File: src/rtl/dllc_pkg.sv
package dllc_pkg;

  // Strobes from the control FSM to the code register
  typedef struct packed {
    logic loadMsb;   // reload top-bit-only code
    logic keepBit;   // search: trial bit stays 1
    logic dropBit;   // search: trial bit cleared
    logic stepUp;    // tracking: +1
    logic stepDown;  // tracking: -1
  } dpStrobe_t;

  typedef enum logic [1:0] {
    ST_SEARCH = 2'd0,
    ST_LOCKED = 2'd1,
    ST_TRACK  = 2'd2
  } ctlState_t;

endpackage

File: src/rtl/dllc_datapath.sv
module dllc_datapath
  import dllc_pkg::*;
#(
  parameter int CODE_W = 6,
  parameter int IDX_W  = 3
) (
  input  logic              clk,
  input  logic              rstN,
  input  dpStrobe_t         strobe,
  input  logic [IDX_W-1:0]  trialIdx,
  output logic [CODE_W-1:0] code
);

  localparam logic [CODE_W-1:0] MSB_ONLY = {1'b1, {(CODE_W-1){1'b0}}};
  localparam logic [CODE_W-1:0] ALL_ONES = '1;
  localparam logic [CODE_W-1:0] ALL_ZERO = '0;

  logic [CODE_W-1:0] nextCode;

  always_comb begin
    nextCode = code;
    if (strobe.loadMsb) begin
      nextCode = MSB_ONLY;
    end else if (strobe.keepBit || strobe.dropBit) begin
      nextCode[trialIdx] = strobe.keepBit;
      if (trialIdx != '0) nextCode[trialIdx - 1'b1] = 1'b1;
    end else if (strobe.stepUp && code != ALL_ONES) begin
      nextCode = code + 1'b1;
    end else if (strobe.stepDown && code != ALL_ZERO) begin
      nextCode = code - 1'b1;
    end
  end

  always_ff @(posedge clk or negedge rstN) begin
    if (!rstN) code <= MSB_ONLY;
    else       code <= nextCode;
  end


  no_wrap_high_chk: assert property (@(posedge clk) disable iff (!rstN)
    (code == ALL_ONES && strobe.stepUp && !strobe.loadMsb) |=> code == ALL_ONES);


  no_wrap_low_chk: assert property (@(posedge clk) disable iff (!rstN)
    (code == ALL_ZERO && strobe.stepDown && !strobe.loadMsb) |=> code == ALL_ZERO);

endmodule

File: src/rtl/dllc_ctrl.sv
module dllc_ctrl
  import dllc_pkg::*;
#(
  parameter int CODE_W   = 6,
  parameter int SETTLE_W = 4,
  parameter int IDX_W    = 3
) (
  input  logic                clk,
  input  logic                rstN,
  input  logic                restart,
  input  logic                earlyIn,
  input  logic [SETTLE_W-1:0] settleCycles,
  output dpStrobe_t           strobe,
  output logic [IDX_W-1:0]    trialIdx,
  output logic                locked,
  output logic                trackMode
);

  localparam logic [IDX_W-1:0] TOP_IDX = IDX_W'(CODE_W - 1);

  ctlState_t           stateQ;
  logic [SETTLE_W-1:0] waitCnt;
  logic                ready;
  logic                decStrobe;

  assign ready     = (waitCnt >= settleCycles);
  assign decStrobe = strobe.keepBit | strobe.dropBit | strobe.stepUp | strobe.stepDown;

  always_comb begin
    strobe = '0;
    if (restart) begin
      strobe.loadMsb = 1'b1;
    end else if (ready) begin
      case (stateQ)
        ST_SEARCH: begin
          strobe.keepBit = earlyIn;
          strobe.dropBit = !earlyIn;
        end
        ST_TRACK: begin
          strobe.stepUp   = earlyIn;
          strobe.stepDown = !earlyIn;
        end
        default: ;
      endcase
    end
  end

  always_ff @(posedge clk or negedge rstN) begin
    if (!rstN) begin
      stateQ    <= ST_SEARCH;
      waitCnt   <= '0;
      trialIdx  <= TOP_IDX;
      locked    <= 1'b0;
      trackMode <= 1'b0;
    end else if (restart) begin
      stateQ    <= ST_SEARCH;
      waitCnt   <= '0;
      trialIdx  <= TOP_IDX;
      locked    <= 1'b0;
      trackMode <= 1'b0;
    end else begin
      case (stateQ)
        ST_SEARCH: begin
          if (ready) begin
            waitCnt <= '0;
            if (trialIdx == '0) begin
              locked <= 1'b1;
              stateQ <= ST_LOCKED;
            end else begin
              trialIdx <= trialIdx - 1'b1;
            end
          end else begin
            waitCnt <= waitCnt + 1'b1;
          end
        end
        ST_LOCKED: begin
          stateQ    <= ST_TRACK;
          trackMode <= 1'b1;
          waitCnt   <= '0;
        end
        default: begin
          if (ready) waitCnt <= '0;
          else       waitCnt <= waitCnt + 1'b1;
        end
      endcase
    end
  end


  track_after_lock_chk: assert property (@(posedge clk) disable iff (!rstN)
    $rose(trackMode) |-> (locked && $past(locked)));


  restart_clears_chk: assert property (@(posedge clk) disable iff (!rstN)
    restart |=> (!locked && !trackMode && stateQ == ST_SEARCH));


  settle_gap_chk: assert property (@(posedge clk) disable iff (!rstN)
    (decStrobe && !restart) |=> (settleCycles == '0 || !decStrobe));

endmodule

File: src/rtl/dll_sar_ctrl.sv
module dll_sar_ctrl
  import dllc_pkg::*;
#(
  parameter int CODE_W   = 6,
  parameter int SETTLE_W = 4
) (
  input  logic                clk,
  input  logic                rstN,
  input  logic                restart,
  input  logic                earlyIn,
  input  logic [SETTLE_W-1:0] settleCycles,
  output logic [CODE_W-1:0]   delayCode,
  output logic                locked,
  output logic                trackMode
);

  localparam int IDX_W = (CODE_W > 1) ? $clog2(CODE_W) : 1;

  dpStrobe_t        strobe;
  logic [IDX_W-1:0] trialIdx;

  dllc_ctrl #(.CODE_W(CODE_W), .SETTLE_W(SETTLE_W), .IDX_W(IDX_W)) i_ctrl (
    .clk(clk), .rstN(rstN), .restart(restart), .earlyIn(earlyIn),
    .settleCycles(settleCycles), .strobe(strobe), .trialIdx(trialIdx),
    .locked(locked), .trackMode(trackMode)
  );

  dllc_datapath #(.CODE_W(CODE_W), .IDX_W(IDX_W)) i_datapath (
    .clk(clk), .rstN(rstN), .strobe(strobe), .trialIdx(trialIdx),
    .code(delayCode)
  );


  track_unit_chk: assert property (@(posedge clk) disable iff (!rstN)
    (trackMode && !restart) |=> (delayCode == $past(delayCode)
                                 || delayCode == $past(delayCode) + 1
                                 || delayCode == $past(delayCode) - 1));

endmodule

File: config.mk
export PLATFORM = sky130hd
export DESIGN_NAME = dll_sar_ctrl
export DESIGN_NICKNAME = d
export VERILOG_FILES = /design/src/rtl/dllc_pkg.sv /design/src/rtl/dllc_datapath.sv /design/src/rtl/dllc_ctrl.sv /design/src/rtl/dll_sar_ctrl.sv
export SDC_FILE = /design/constraint.sdc
export NUM_CORES = 1
export LEC_CHECK = 0
export ABC_AREA = 0
export BUFFER_PORTS_ARGS = -buffer_cell sky130_fd_sc_hd__clkbuf_2
export CAP_MARGIN = 20
export CORE_MARGIN = 4
export CORE_UTILIZATION = 30
export CTS_CLUSTER_SIZE = 14
export DETAILED_ROUTE_END_ITERATION = 8
export GPL_TIMING_DRIVEN = 0
export PLACE_DENSITY = 0.46
export SLEW_MARGIN = 20
export SYNTH_ARGS = -nofsm -noshare
export SYNTH_HDL_FRONTEND = slang
export SYNTH_HIERARCHICAL = 1
export SYNTH_SLANG_ARGS = --single-unit
File: constraint.sdc
create_clock -name clk -period 3.1 [get_ports clk]
set_input_delay 0.62 -clock clk [delete_from_list [all_inputs] [get_ports clk]]
set_output_delay 0.62 -clock clk [all_outputs]
set_load 0.1 [all_outputs]
==> results.yml, run 1 <==
cts:
  ctsHoldBuffers: 0
  clk_latency_ps: 250
  cts_tree: "built"
  path_clk_slew_ps: 70
  htreeDepth: 1
  cts-buffers-inserted: 3
  ctsRootBufferMaster: "clkbuf_8"
  clock_sinks: 17
  cts_buffer_depth: 2
synth:
  syn_area_um2: 1420
  synth_edf_count: 0
  yosys_warnings: 6
  async_flop_share_pct: 100
  syn-num-nets: 178
  synthFlopType: "dfrtp_1"
  yosysSeqAreaShare_pct: 30.3
  synthCells: 156
  yosysUniqueCellTypes: 47
  ys_ff_latch: 17
  synth_area_per_cell_um2: 9.07
placed_design:
  port_buffers: 15
  place.gp.congestion: 0.783
  place_hpwl_um: 2610
  placedCellCount: 223
outcome:
  outcome: "complete, no violations"
power:
  power.density_nw_per_um2: 407
  power_mw: 0.680
  p_leak_nw: 0.767
  peakVddDrop_v: 0.000189
global_routing:
  grt_max_degree: 18
  grt_pass1_wl_um: 5780
  grtUsageTotal_pct: 12.0
  grt_pass1_vias: 1199
  grt_overflow: 0
  grt_antenna_before_repair: 0
final_layout:
  n_antenna_cell: 0
  fin_util_pct: 37.4
  num-nets-final: 204
  areaGrowthSynthToFinish_pct: 18.2
  instances_no_fill: 233
  drive_gt1_share_pct: 23.8
timing:
  drv_slew: 0
  period_minus_slack_ps: 2920
  rsz0062_at_grt: "false"
  hold_viol: 0
  hold_slack_ps: 306
  setup_viol: 0
  tightest_slew_ps: 547
  tns_ps: 0
  fin_crit_sh_pct: 94.1
  timing.fmax_mhz: 343
  skew_ps: 8.88
  slew_headroom_pct: 63.1
critical_path:
  crit_fanout: 7
  startpoint_type: "input port"
  endpoint_kind: "register"
  arrival_ps: 3090
  path_class: "input port to register"
  cp.required_ps: 3270
die:
  dieWidth_um: 76.7
  core_um2: 4470
  rows: 24
  start_util_pct: 31.6
  ios: 16
  dieHeight_um: 76.7
  die-area_um2: 5880
worst_hold_path:
  hp-class: "input port to async pin"
drt:
  antenna_left: 0
  first_pass_iters: 4
  drc: 0
  routed_wl_um: 3350
  via_per_inst: 5.19
  vias: 1210
  wl_per_cell_um: 14.4
  dr.first_iter.drc_count: 61
job:
  cap_violations: 0
## critical path, stage by stage
cell and delay [ps]:
clkbuf_2 80, ha_1 280, nand2b_4 150, a2111oi_4 350, nor2_2 100, and4_4 210, o21ai_4 120, ha_4 250
a21o_2 220, nand4_1 90, nand3_1 120, xnor2_1 140, a311o_1 350
## final timing paths
kind,cells after the start,slack [ps],startpoint,to
setup / recovery,13,180,settleCycles[0],i_datapath/code[5]
hold / removal,1,310,rstN,i_ctrl/trialIdx[1]
setup reg to reg,13,260,i_ctrl/waitCnt[0],i_datapath/code[5]
hold reg to reg,2,510,i_ctrl/trackMode,i_ctrl/trackMode
max in group asynchronous,1,2440,rstN,i_datapath/code[5]
min in group clk,2,510,i_ctrl/trackMode,i_ctrl/trackMode
## metrics by stage
stage / instance area, um^2 / setup WS, ps
after global routing: 1670 / 57.5
after floorplan: 1420 / 18.9
after global placement: 1560 / -326
after CTS: 1640 / 19.7
final: 1670 / 184
after detailed placement: 1560 / -357
## cell usage after synthesis (2+ instances only)
cell type | number | area, um^2
nand2_1 | 7 | 26.3
nand3_1 | 4 | 20.0
inv_1 | 14 | 52.6
a21oi_1 | 12 | 60.1
ha_1 | 13 | 163
o21ai_0 | 3 | 15.0
and4b_1 | 2 | 20.0
xnor2_1 | 5 | 43.8
clkbuf_1 | 4 | 15.0
nor2_1 | 21 | 78.8
nand4_1 | 2 | 12.5
o311ai_0 | 3 | 26.3
nor2b_1 | 2 | 12.5
o211ai_1 | 5 | 37.5
nor3b_1 | 4 | 30.0
mux2i_1 | 6 | 60.1
nor3_1 | 3 | 15.0
dfstp_2 | 3 | 78.8
dfrtp_1 | 14 | 350
xor2_1 | 2 | 17.5
## area by class of cell
type / count / area [um^2]
plain buffers: 6 / 26.3
repair buffers: 21 / 120
multi-input cells: 119 / 935
inverters: 14 / 52.6
flip-flops and latches: 17 / 429
well taps: 52 / 65.1
fillers: 462 / 2800
clock buffers: 4 / 45.0
## routing by layer
layer  up-vias  share of wire (%)  global-route usage [%]
li1        614                  -                       -
met1       577                 49                    15.6
met2        11                 48                    19.5
met3         8                2.0                    3.04
met4         0                1.8                    3.62
met5         -                  0                       0
## power by group
group	switching [mW]	internal [mW]	leakage, nW
Sequential	0.0198	0.238	0.224
Combinational	0.156	0.102	0.520
Clock	0.0738	0.0911	0.0228
## flip-flops by register name, summed over array words and instances, names as in the netlist
signal,flops
i_ctrl/locked,1
i_ctrl/trackMode,1
i_ctrl/waitCnt,4
i_ctrl/trialIdx,3
i_ctrl/stateQ,2
i_datapath/code,6
## cell usage in the layout, fill, tap and decap left out, types with 2 or more instances in the layout
master / count
a21oi_1: 12
and4b_1: 2
buf_4: 7
clkbuf_1: 5
clkbuf_2: 15
clkbuf_8: 3
dfrtp_1: 14
dfstp_2: 3
ha_1: 12
inv_1: 14
mux2i_1: 6
nand2_1: 7
nand3_1: 4
nand4_1: 2
nor2_1: 19
nor2_2: 2
nor2b_1: 2
nor3_1: 3
nor3b_1: 4
o211ai_1: 5
o21ai_0: 3
o311ai_0: 3
xnor2_1: 5
xor2_1: 2
## cell families (layout without fill, tap and decap cells)
logic type	Yosys count	after routing	synth area share, %
flip-flops	17	17	30.3
multiplexers	7	7	5.30
AND/OR/NAND/NOR	55	55	21.7
adder cells (fa/ha/maj)	14	14	12.9
XOR/XNOR	7	7	4.33
AO/OA/AOI/OAI	36	36	19.9
buffers and inverters	20	45	5.57
## timing repair
item / 4_1_cts / 5_1_grt
setup endpoints to repair: 1 / 3
resized for setup: 3 / 2
pin swaps: 1 / 2
buffers inserted: 2 / 4
hold endpoints to repair: 0 / 0
(Power assumes the default switching activity.)
==> run 2: changes to the inputs <==
--- a/config.mk
+++ b/config.mk
@@ -8,14 +8,15 @@
 export ABC_AREA = 0
 export BUFFER_PORTS_ARGS = -buffer_cell sky130_fd_sc_hd__clkbuf_2
 export CAP_MARGIN = 20
+export CORE_ASPECT_RATIO = 1.2
 export CORE_MARGIN = 4
 export CORE_UTILIZATION = 30
 export CTS_CLUSTER_SIZE = 14
 export DETAILED_ROUTE_END_ITERATION = 8
+export GPL_ROUTABILITY_DRIVEN = 0
 export GPL_TIMING_DRIVEN = 0
 export PLACE_DENSITY = 0.46
 export SLEW_MARGIN = 20
 export SYNTH_ARGS = -nofsm -noshare
 export SYNTH_HDL_FRONTEND = slang
-export SYNTH_HIERARCHICAL = 1
 export SYNTH_SLANG_ARGS = --single-unit
==> results.yml, run 2 <==
global_routing:
  grt_antenna_before_repair: 0
  grt_pass1_wl_um: 5260
  grt_overflow: 0
  grtUsageTotal_pct: 11.7
  grt_max_degree: 18
  grt_pass1_vias: 1120
synth:
  yosysUniqueCellTypes: 47
  async_flop_share_pct: 100
  syn-num-nets: 174
  synth_most_common_cell: "nor2_1"
  synthFlopType: "dfrtp_1"
  ys_ff_latch: 17
  yosys_warnings: 0
  synth_edf_count: 0
  synth_top_area_cell: "dfrtp_1"
  yosysTopAreaCellShare_pct: 25.8
  yosysSeqAreaShare_pct: 31.6
  syn_area_um2: 1360
  synth_area_per_cell_um2: 8.82
  synth_commonest_cells: "nor2_1 (20), dfrtp_1 (14), inv_1 (14)"
  netlist_top_cells_area: "dfrtp_1 (26%), ha_1 (10%), dfstp_2 (5.8%)"
  synthCells: 154
die:
  rows: 26
  start_util_pct: 31.4
  core_um2: 4330
  ios: 16
  dieHeight_um: 81.7
  die-area_um2: 5670
  dieWidth_um: 69.4
power:
  p_int_mw: 0.565
  switching_share_pct: 50.5
  power_frac_comb_pct: 56.8
  power_mw: 1.14
  power.switching_mw: 0.575
  peakVddDrop_v: 0.000538
  p_leak_nw: 0.731
  power.density_nw_per_um2: 717
  power.share.clock_pct: 14.9
  pwr-share-seq_pct: 28.3
worst_hold_path:
  hp-class: "input port to async pin"
timing:
  period_minus_slack_ps: 2960
  slew_headroom_pct: 55.1
  tns_ps: 0
  drv_slew: 0
  hold_viol: 0
  timing.fmax_mhz: 338
  tightest_slew_ps: 670
  rsz0062_at_grt: "false"
  setup_slack_ps: 145
  setup_viol: 0
  fin_crit_sh_pct: 95.3
  skew_ps: 5.11
critical_path:
  cp.required_ps: 3250
  startpoint_type: "input port"
  path_class: "input port to register"
  arrival_ps: 3100
  crit_fanout: 5
  endpoint_kind: "register"
final_layout:
  n_antenna_cell: 0
  top_regs: "i_datapath.code x6, i_ctrl.waitCnt x4, i_ctrl.trialIdx x3"
  top_register: "i_datapath.code"
  final_common_cell: "nor2_1"
  drive_gt1_share_pct: 19.3
  areaGrowthSynthToFinish_pct: 17.0
  fill_cells: 442
  num-nets-final: 197
  largest_reg_flops: 6
  fin_util_pct: 36.8
  layout_common_cells: "nor2_1 (20), clkbuf_2 (15), inv_1 (14), dfrtp_1 (14), ha_1 (11)"
cts:
  cts_tree: "built"
  path_clk_slew_ps: 70
  htreeDepth: 1
  clk_latency_ps: 260
  cts_buffer_depth: 2
  clock_sinks: 17
  ctsRootBufferMaster: "clkbuf_8"
  ctsHoldBuffers: 0
  cts-buffers-inserted: 3
drt:
  dr.first_iter.drc_count: 40
  vias: 1175
  first_pass_iters: 4
  antenna_left: 0
  via_per_inst: 5.06
  wl_per_cell_um: 13.7
  routed_wl_um: 3180
  drc: 0
outcome:
  outcome: "complete, no violations"
job:
  cap_violations: 0
placed_design:
  port_buffers: 15
  place_hpwl_um: 2390
  pre_cts_ws_ps: -233
## run 2: path summary, 6_finish.rpt
check / cells past startpoint / slack (ps) / startpoint / end
hold / removal: 1 / 300 / rstN / i_ctrl.trialIdx[1]
min in group clk: 2 / 510 / i_ctrl.locked / i_ctrl.locked
hold reg to reg: 2 / 510 / i_ctrl.locked / i_ctrl.locked
setup reg to reg: 14 / 210 / i_ctrl.waitCnt[0] / i_datapath.code[4]
setup / recovery: 14 / 140 / settleCycles[0] / i_datapath.code[4]
max in group asynchronous: 1 / 2450 / rstN / i_datapath.code[5]
## run 2: per-stage QoR
step	hold WS, ps	instance area, um^2	instances
6_report	299	1590	232
5_1_grt	332	1590	232
4_1_cts	311	1550	229
3_5_place_dp	489	1500	225
3_3_place_gp	481	1500	225
2_1_floorplan	324	1360	154
## run 2: metal layers
metal	wire [um]	part of all wire (%)	vias up	global-route usage, %
met4	62	1.9	0	5.86
met2	1430	45	22	18.1
li1	-	-	598	-
met5	0	0	-	0
met3	100	3.1	5	1.96
met1	1590	50	550	15.7
## run 2: cell type report
type / instances / area (um^2) / area share (%)
buffer: 5 / 26.3 / 1.65
clock buffer: 4 / 45.0 / 2.83
inverter: 15 / 56.3 / 3.54
multi-input combinational: 117 / 866 / 54.4
sequential: 17 / 429 / 27.0
tap: 56 / 70.1 / 4.41
timing repair buffer: 18 / 97.6 / 6.14
## run 2: timing repair
action / 4_1_cts / 5_1_grt
gates resized for setup: 0 / 3
setup buffers: 0 / 3
setup endpoints to repair: 0 / 5
## run 2: critical path, cell delays in order
cell,delay (ps)
clkbuf_2,80
ha_1,270
nand2b_4,140
a2111oi_4,430
nor4_4,100
nand2b_1,210
inv_1,80
fa_1,400
inv_1,70
a21o_1,100
a21oi_1,70
xor2_1,170
nor4_1,70
a211o_1,290
## run 2: power by group through the flow
stage / logic (mW) / clock network (mW) / registers, mW
2_1_floorplan: 0.312 / 0 / 0.523
3_3_place_gp: 0.626 / 0 / 0.326
3_5_place_dp: 0.629 / 0 / 0.329
4_1_cts: 0.634 / 0.176 / 0.323
5_1_grt: 0.701 / 0.186 / 0.328
6_report: 0.647 / 0.170 / 0.323
## run 2: cell families (layout without fill, tap and decap cells)
group | after synthesis | after routing | synth area share, %
AO/OA/AOI/OAI | 39 | 39 | 21.0
flip-flops | 17 | 17 | 31.6
AND/OR/NAND/NOR | 54 | 54 | 21.4
XOR/XNOR | 7 | 7 | 4.51
adder cells (fa/ha/maj) | 12 | 12 | 11.6
buffers and inverters | 20 | 42 | 6.08
multiplexers | 5 | 5 | 3.87
